`config.mk`:
```
export PLATFORM = sky130hd
export DESIGN_NAME = bo_learner
export DESIGN_NICKNAME = d
export VERILOG_FILES = /design/src/rtl/bo_pkg.sv /design/src/rtl/bo_score_table.sv /design/src/rtl/bo_phase_ctrl.sv /design/src/rtl/bo_issue_gate.sv /design/src/rtl/bo_learner.sv
export SDC_FILE = /design/constraint.sdc
export NUM_CORES = 1
export LEC_CHECK = 0
export CORE_ASPECT_RATIO = 1.5
export CORE_MARGIN = 2
export CORE_UTILIZATION = 56
export CTS_BUF_LIST = sky130_fd_sc_hd__clkbuf_4 sky130_fd_sc_hd__clkbuf_8
export CTS_CLUSTER_SIZE = 28
export DETAILED_ROUTE_END_ITERATION = 12
export HOLD_SLACK_MARGIN = 0.02
export PLACE_DENSITY_LB_ADDON = 0.08
export SYNTH_ARGS = -nofsm -noshare
export SYNTH_HDL_FRONTEND = slang
export SYNTH_SLANG_ARGS = --single-unit
```
`constraint.sdc`:
```
create_clock -name clk -period 28.4 [get_ports clk]
set_input_delay 5.68 -clock clk [delete_from_list [all_inputs] [get_ports clk]]
set_output_delay 5.68 -clock clk [all_outputs]
set_load 0.01 [all_outputs]
```
`src/rtl/bo_pkg.sv`:
```
package bo_pkg;
  localparam int NCAND = 46;
  localparam int OFF_W = 7;
  localparam int IDX_W = $clog2(NCAND);

  typedef logic signed [OFF_W-1:0] off_t;

  // index 2k -> +mag(k), index 2k+1 -> -mag(k)
  function automatic off_t cand_offset(input logic [IDX_W-1:0] idx);
    int k;
    int mag;
    k = int'(idx) >> 1;
    if (k < 16) mag = k + 1;
    else begin
      case (k)
        16:      mag = 18;
        17:      mag = 20;
        18:      mag = 24;
        19:      mag = 30;
        20:      mag = 32;
        21:      mag = 36;
        default: mag = 40;
      endcase
    end
    return idx[0] ? off_t'(-mag) : off_t'(mag);
  endfunction
endpackage

```
`src/rtl/bo_score_table.sv`:
```
module bo_score_table
  import bo_pkg::*;
#(
  parameter int SCORE_W = 5
) (
  input  logic               clk,
  input  logic               rst,
  input  logic               step,
  input  logic               hit,
  input  logic [IDX_W-1:0]   idx,
  input  off_t               cand,
  input  logic               clr,
  output logic [SCORE_W-1:0] max_nxt,
  output off_t               best_nxt,
  output logic [SCORE_W-1:0] max_q,
  output off_t               best_q
);
  localparam logic [SCORE_W-1:0] SMAX = {SCORE_W{1'b1}};

  logic [SCORE_W-1:0] score_q [NCAND];
  logic [SCORE_W-1:0] cur, bumped;
  logic               bump;

  assign cur    = score_q[idx];
  assign bumped = (cur == SMAX) ? cur : cur + 1'b1;
  assign bump   = step & hit;

  always_comb begin
    max_nxt  = max_q;
    best_nxt = best_q;
    if (bump && bumped >= max_q) begin
      max_nxt  = bumped;
      best_nxt = cand;
    end
  end

  always_ff @(posedge clk) begin
    if (rst || clr) begin
      for (int i = 0; i < NCAND; i++) score_q[i] <= '0;
      max_q  <= '0;
      best_q <= '0;
    end else if (bump) begin
      score_q[idx] <= bumped;
      max_q        <= max_nxt;
      best_q       <= best_nxt;
    end
  end

  // running maximum never falls within a phase
  a_r3_max_monotone: assert property (@(posedge clk) disable iff (rst)
    !clr |=> max_q >= $past(max_q));
endmodule

```
`src/rtl/bo_phase_ctrl.sv`:
```
module bo_phase_ctrl
  import bo_pkg::*;
#(
  parameter int SCORE_W     = 5,
  parameter int ROUND_LIMIT = 100,
  parameter int BAD_NORMAL  = 1,
  parameter int BAD_SMALL   = 10
) (
  input  logic               clk,
  input  logic               rst,
  input  logic               step,
  input  logic               small_llc,
  input  logic [SCORE_W-1:0] max_nxt,
  input  off_t               best_nxt,
  output logic [IDX_W-1:0]   ptr,
  output logic               phase_end,
  output off_t               off_now,
  output off_t               off_q,
  output logic [SCORE_W-1:0] best_score_q,
  output logic               done_q
);
  localparam int RW = $clog2(ROUND_LIMIT + 1);
  localparam logic [SCORE_W-1:0] SMAX  = {SCORE_W{1'b1}};
  localparam logic [SCORE_W-1:0] BAD_N = SCORE_W'(BAD_NORMAL);
  localparam logic [SCORE_W-1:0] BAD_S = SCORE_W'(BAD_SMALL);
  localparam logic [IDX_W-1:0]   LAST  = IDX_W'(NCAND - 1);
  localparam logic [RW-1:0]      RLAST = RW'(ROUND_LIMIT - 1);

  logic [RW-1:0]      round_q;
  logic               round_end;
  logic [SCORE_W-1:0] bad_lim;
  off_t               chosen, new_off;

  assign round_end = step && (ptr == LAST);
  assign phase_end = round_end && (max_nxt == SMAX || round_q == RLAST);
  assign bad_lim   = small_llc ? BAD_S : BAD_N;
  assign chosen    = (best_nxt == '0) ? off_t'(1) : best_nxt;
  assign new_off   = (max_nxt <= bad_lim) ? off_t'(0) : chosen;
  assign off_now   = phase_end ? new_off : off_q;

  always_ff @(posedge clk) begin
    if (rst) begin
      ptr          <= '0;
      round_q      <= '0;
      off_q        <= off_t'(1);
      best_score_q <= '0;
      done_q       <= 1'b0;
    end else begin
      done_q <= phase_end;
      if (phase_end) begin
        off_q        <= new_off;
        best_score_q <= max_nxt;
        ptr          <= '0;
        round_q      <= '0;
      end else if (round_end) begin
        ptr     <= '0;
        round_q <= round_q + 1'b1;
      end else if (step) begin
        ptr <= ptr + 1'b1;
      end
    end
  end

  // index stays inside the candidate list
  a_r4_ptr_in_range: assert property (@(posedge clk) disable iff (rst)
    ptr < IDX_W'(NCAND));
  // pass counter never reaches the limit without closing the phase
  a_r5_round_bound: assert property (@(posedge clk) disable iff (rst)
    round_q < RW'(ROUND_LIMIT));
endmodule

```
`src/rtl/bo_issue_gate.sv`:
```
module bo_issue_gate
  import bo_pkg::*;
#(
  parameter int LINE_W   = 32,
  parameter int PAGE_LOG = 6
) (
  input  logic              clk,
  input  logic              rst,
  input  logic              step,
  input  logic [LINE_W-1:0] line,
  input  off_t              off_now,
  output logic              pf_valid,
  output logic [LINE_W-1:0] pf_line,
  output logic              dq_valid,
  output logic [LINE_W-1:0] dq_line
);
  logic [LINE_W-1:0] off_ext, tgt;
  logic              same_page, off_zero, go_pf, go_dq;

  assign off_ext   = {{(LINE_W-OFF_W){off_now[OFF_W-1]}}, off_now};
  assign tgt       = line + off_ext;
  assign same_page = tgt[LINE_W-1:PAGE_LOG] == line[LINE_W-1:PAGE_LOG];
  assign off_zero  = (off_now == '0);
  assign go_pf     = step && !off_zero && same_page;
  assign go_dq     = step && (off_zero || same_page);

  always_ff @(posedge clk) begin
    if (rst) begin
      pf_valid <= 1'b0;
      dq_valid <= 1'b0;
      pf_line  <= '0;
      dq_line  <= '0;
    end else begin
      pf_valid <= go_pf;
      dq_valid <= go_dq;
      if (go_pf) pf_line <= tgt;
      if (go_dq) dq_line <= line;
    end
  end

  // a request never leaves the page of the line pushed with it
  a_r8_pf_same_page: assert property (@(posedge clk) disable iff (rst)
    pf_valid |-> dq_valid && pf_line[LINE_W-1:PAGE_LOG] == dq_line[LINE_W-1:PAGE_LOG]);
endmodule

```
`src/rtl/bo_learner.sv`:
```
module bo_learner
  import bo_pkg::*;
#(
  parameter int LINE_W      = 32,
  parameter int PAGE_LOG    = 6,
  parameter int SCORE_W     = 5,
  parameter int ROUND_LIMIT = 100,
  parameter int BAD_NORMAL  = 1,
  parameter int BAD_SMALL   = 10
) (
  input  logic               clk,
  input  logic               rst,
  input  logic               small_llc,
  input  logic               acc_valid,
  input  logic [LINE_W-1:0]  acc_line,
  input  logic               acc_hit,
  input  logic               acc_pf_bit,
  output logic               rr_query_valid,
  output logic [LINE_W-1:0]  rr_query_line,
  input  logic               rr_hit,
  output logic               pf_bit_clear,
  output logic               pf_valid,
  output logic [LINE_W-1:0]  pf_line,
  output logic               dq_valid,
  output logic [LINE_W-1:0]  dq_line,
  output logic [OFF_W-1:0]   pf_offset,
  output logic [SCORE_W-1:0] best_score,
  output logic               phase_done
);
  logic               step, phase_end;
  logic [IDX_W-1:0]   ptr;
  off_t               cand, off_now, off_q, best_nxt, best_q;
  logic [SCORE_W-1:0] max_nxt, max_q;

  assign step           = acc_valid && (!acc_hit || acc_pf_bit);
  assign pf_bit_clear   = acc_valid && acc_hit && acc_pf_bit;
  assign cand           = cand_offset(ptr);
  assign rr_query_valid = step;
  assign rr_query_line  = acc_line - {{(LINE_W-OFF_W){cand[OFF_W-1]}}, cand};
  assign pf_offset      = off_q;

  bo_score_table #(.SCORE_W(SCORE_W)) u_scores (
    .clk, .rst, .step, .hit(rr_hit), .idx(ptr), .cand, .clr(phase_end),
    .max_nxt, .best_nxt, .max_q, .best_q
  );

  bo_phase_ctrl #(
    .SCORE_W(SCORE_W), .ROUND_LIMIT(ROUND_LIMIT),
    .BAD_NORMAL(BAD_NORMAL), .BAD_SMALL(BAD_SMALL)
  ) u_ctrl (
    .clk, .rst, .step, .small_llc, .max_nxt, .best_nxt, .ptr, .phase_end,
    .off_now, .off_q, .best_score_q(best_score), .done_q(phase_done)
  );

  bo_issue_gate #(.LINE_W(LINE_W), .PAGE_LOG(PAGE_LOG)) u_issue (
    .clk, .rst, .step, .line(acc_line), .off_now,
    .pf_valid, .pf_line, .dq_valid, .dq_line
  );

  // the cycle after a phase closes, the score table is empty
  a_r5_done_clears: assert property (@(posedge clk) disable iff (rst)
    phase_done |-> max_q == '0 && best_q == '0);
  // a weak phase leaves prefetching off
  a_r7_weak_turns_off: assert property (@(posedge clk) disable iff (rst)
    phase_done && best_score <= ($past(small_llc) ? SCORE_W'(BAD_SMALL) : SCORE_W'(BAD_NORMAL))
    |-> pf_offset == '0);
  // a plain hit produces no delay-queue push
  a_r2_plain_hit_quiet: assert property (@(posedge clk) disable iff (rst)
    acc_valid && acc_hit && !acc_pf_bit |=> !dq_valid);
endmodule

```
==> impl_metrics.toml <==
[drt]
via_per_inst = 6.30
drc_errors = 0
drt_iter0_drc = 1850
dr.pass1.iters = 8
ant_nets = 0
wl_per_cell_um = 25.2
postRouteWirelength_um = 74200
via_count = 18543

[cells_and_area]
nets = 2444
multi_input_area_um2 = 11200
regArea_um2 = 11800
syn2layout_area_growth_pct = 12.5
finish.utilization_pct = 64.0
drive_above_1_share_pct = 11.8
num-fill-cells = 3401

[timing]
finalClockSkew_ns = 0.0326
final-hold-violation-count = 0
fin_crit_ns = 16.57
max_clock_freq_ghz = 0.0603
rsz0062_at_grt = "false"
post-route-period-util_pct = 58.4
relSlewSlack_pct = 13.9
final_max_slew_viol_count = 0
tightest_slew_ns = 1.29
setup_violations = 0
setup-tns-final_ns = 0

[power]
power_density_nw_per_um2 = 54.8
power.leakage_nw = 9.31
ir_worst_vdd_v = 0.0000418

[synthesis]
ys.warnings.count = 0
syn_inst = 2223
yosys.cell_types.count = 93
synth_flop_cell = "edfxtp_1"
async_reset_ff_share_pct = 0
synth_fp_nets = 2343
ys_seq_area_share_pct = 49.5
syn-cell-area_um2 = 23900
synth-edff-count = 320
ys_ff_latch = 430
syn_avg_cell_area_um2 = 10.7

[clock_tree]
cts-root-buf = "clkbuf_8"
cts_tree = "yes"
clk_pin_slew_ns = 0.06
clkSinkCount = 430
cts-buffers-inserted = 61
worstSkewPairLatency_ns = 0.68
htreeDepth = 2
cts_resized = 0
clockBufferDepth = 3
cts_hold_buffers = 0
postCtsSetupBuffers = 0

[placed_design]
io_buffers = 151
dpl.hpwl_um = 54200
gp_congestion = 1.01

[critical_path]
endpoint_kind = "output pin"
crit_chain = "clkdlybuf4s50_1 > ha_1 > nor2b_1 > o21ai_0 > a21boi_0 > o21a_1 > o21ai_0 > a211oi_1 > o21a_1 > o31ai_1 > a21oi_1 > o41ai_1 > nor3_1 > a2111oi_0 > xnor2_1 > clkdlybuf4s50_1"
crit_buf_inv = 2
crit_type = "in2out"
crit_fanout = 5
cp-start-kind = "input port"
max_stage_delay_ns = 0.66
crit_path_top_delay_cell = "o41ai_1"
rr_worst_depth = 38
worstSetupStartpoint = "acc_line[1]"
r2r-end = "u_issue.pf_line[22]"
cpLargestDelayFamily = "compound AO/OA/AOI/OAI gates"
cp.required_ns = 22.72
reg2reg_slack_ns = 14.53
arrival_ns = 10.89

[outcome]
run_status = "finished, final reports clean"

[floorplan]
num_rows = 92
dieArea_um2 = 44300
dieHeight_um = 257
initial_utilization_pct = 56.8
core_um2 = 42000
ioPinCount = 152
die_w_um = 173

[global_routing]
antenna_found_initial = 2
grt_start_max_net_pins = 75
gr-usage-all-layers_pct = 33.0
grt_overflow = 0
grt_pass1_wl_um = 111000
first_global_vias = 18289

[hold_path]
hp-start = "u_issue.dq_line[10]"
hold_path.class = "reg2reg"
hold_depth = 2
min_to = "u_issue.dq_line[10]"

[run]
max-cap-violations = 0
state kept, by name, indices dropped and copies added (netlist names), 5 cells and up, named ones only:
| name | flops |
|---|---|
| u_issue.dq_line | 32 |
| u_scores.score_q | 320 |
| u_issue.pf_line | 32 |
| u_ctrl.best_score_q | 5 |
| u_ctrl.round_q | 7 |
| u_scores.max_q | 5 |
| u_ctrl.off_q | 7 |
| u_ctrl.ptr | 6 |
| u_scores.best_q | 7 |
metrics by stage:
stage	power, W	instances	area (µm²)	setup WS [ns]	hold WS [ns]
final	0.00147	2941	26900	11.83	0.458
after global routing	0.00152	2941	26900	11.57	0.474
after CTS	0.00147	2940	26900	11.90	0.460
after detailed placement	0.000984	2825	25600	11.92	0.450
after global placement	0.000979	2825	25600	11.96	0.446
after floorplan	0.000877	2223	23900	14.05	0.462
worst max path at each step:
stage | end | cells past startpoint | slack, ns
3_3_place_gp | rr_query_line[31] | 16 | 11.96
2_1_floorplan | rr_query_line[31] | 14 | 14.05
5_1_grt | rr_query_line[31] | 16 | 11.57
3_5_place_dp | rr_query_line[31] | 16 | 11.92
4_1_cts | rr_query_line[31] | 16 | 11.90
6_report | rr_query_line[31] | 16 | 11.83
report_power, final:
| part | internal [W] | total, W | switching [W] |
|---|---|---|---|
| clock network | 0.000252 | 0.000498 | 0.000245 |
| registers | 0.000696 | 0.000704 | 0.00000832 |
| logic | 0.000104 | 0.000270 | 0.000166 |
layout by cell type, fill, tap and decap left out, drive strengths merged, types with 9 or more instances in the layout:
cell type and n:
nor2 369, edfxtp 320, o21ai 155, clkdlybuf4s50 150, nand3 115, dfxtp 110
nand2 107, mux2i 95, clkbuf 89, a21oi 89, ha 79, xnor2 53
nand2b 51, mux4 44, inv 40, a21o 36, nor2b 35, nand4 31
nor3 30, buf 30, xor2 28, a22oi 27, clkinv 27, a211oi 26
o21a 22, and2 20, and3 13, nand4b 12, o21bai 10, o31ai 10
or3 9, a31oi 9, a2111oi 9
final cells by class:
type | instances | area share (%)
clock buffers | 89 | 3.98
multi-input cells | 1609 | 41.8
clock inverters | 26 | 0.615
inverters | 42 | 0.587
well taps | 564 | 2.63
flip-flops and latches | 430 | 44.0
repair buffers | 180 | 6.43
diodes | 1 | 0.00931
cell usage after synthesis, types with 10 or more instances:
cell type	instances	area [µm²]
a211oi_1	26	195
a21o_1	36	270
a21oi_1	58	290
a21oi_2	31	272
a22oi_1	27	203
and2_1	16	100
and3_1	13	81.3
buf_2	20	100
buf_4	12	90.1
buf_6	11	124
clkbuf_1	91	342
dfxtp_1	110	2200
edfxtp_1	320	9610
ha_1	79	988
inv_1	38	143
mux2i_1	93	931
mux4_2	44	991
nand2_1	107	402
nand2b_1	51	319
nand3_1	85	425
nand3_2	30	300
nand4_1	31	194
nand4b_1	12	105
nor2_1	369	1390
nor2b_1	35	219
nor3_1	30	150
o21a_1	21	158
o21ai_0	87	435
o21ai_1	66	330
o21bai_1	10	75.1
xnor2_1	53	464
xor2_1	28	245
worst min-delay path, stage by stage, from the launching register on:
cell,delay (ns)
dfxtp_1,0.32
nand3_2,0.06
a21oi_2,0.04
per-layer routing:
| metal | vias up | global-route usage (%) | wire [µm] |
|---|---|---|---|
| met5 | - | 0 | 13 |
| met1 | 8941 | 35.2 | 25200 |
| met2 | 891 | 59.8 | 38100 |
| met3 | 288 | 4.55 | 4770 |
| met4 | 2 | 23.4 | 6040 |
| li1 | 8421 | - | - |
logic make-up after synthesis:
logic type                 share of synthesized area [%]
adders and majority gates                           4.31
xor gates and xnor gates                            3.75
and+or+nand+nor                                     16.9
DFF                                                 49.5
muxes                                               8.63
AOI/OAI and AO/OA                                   13.4
buffers and inverters                               3.63
No activity file was read; power rests on OpenSTA's default activity.
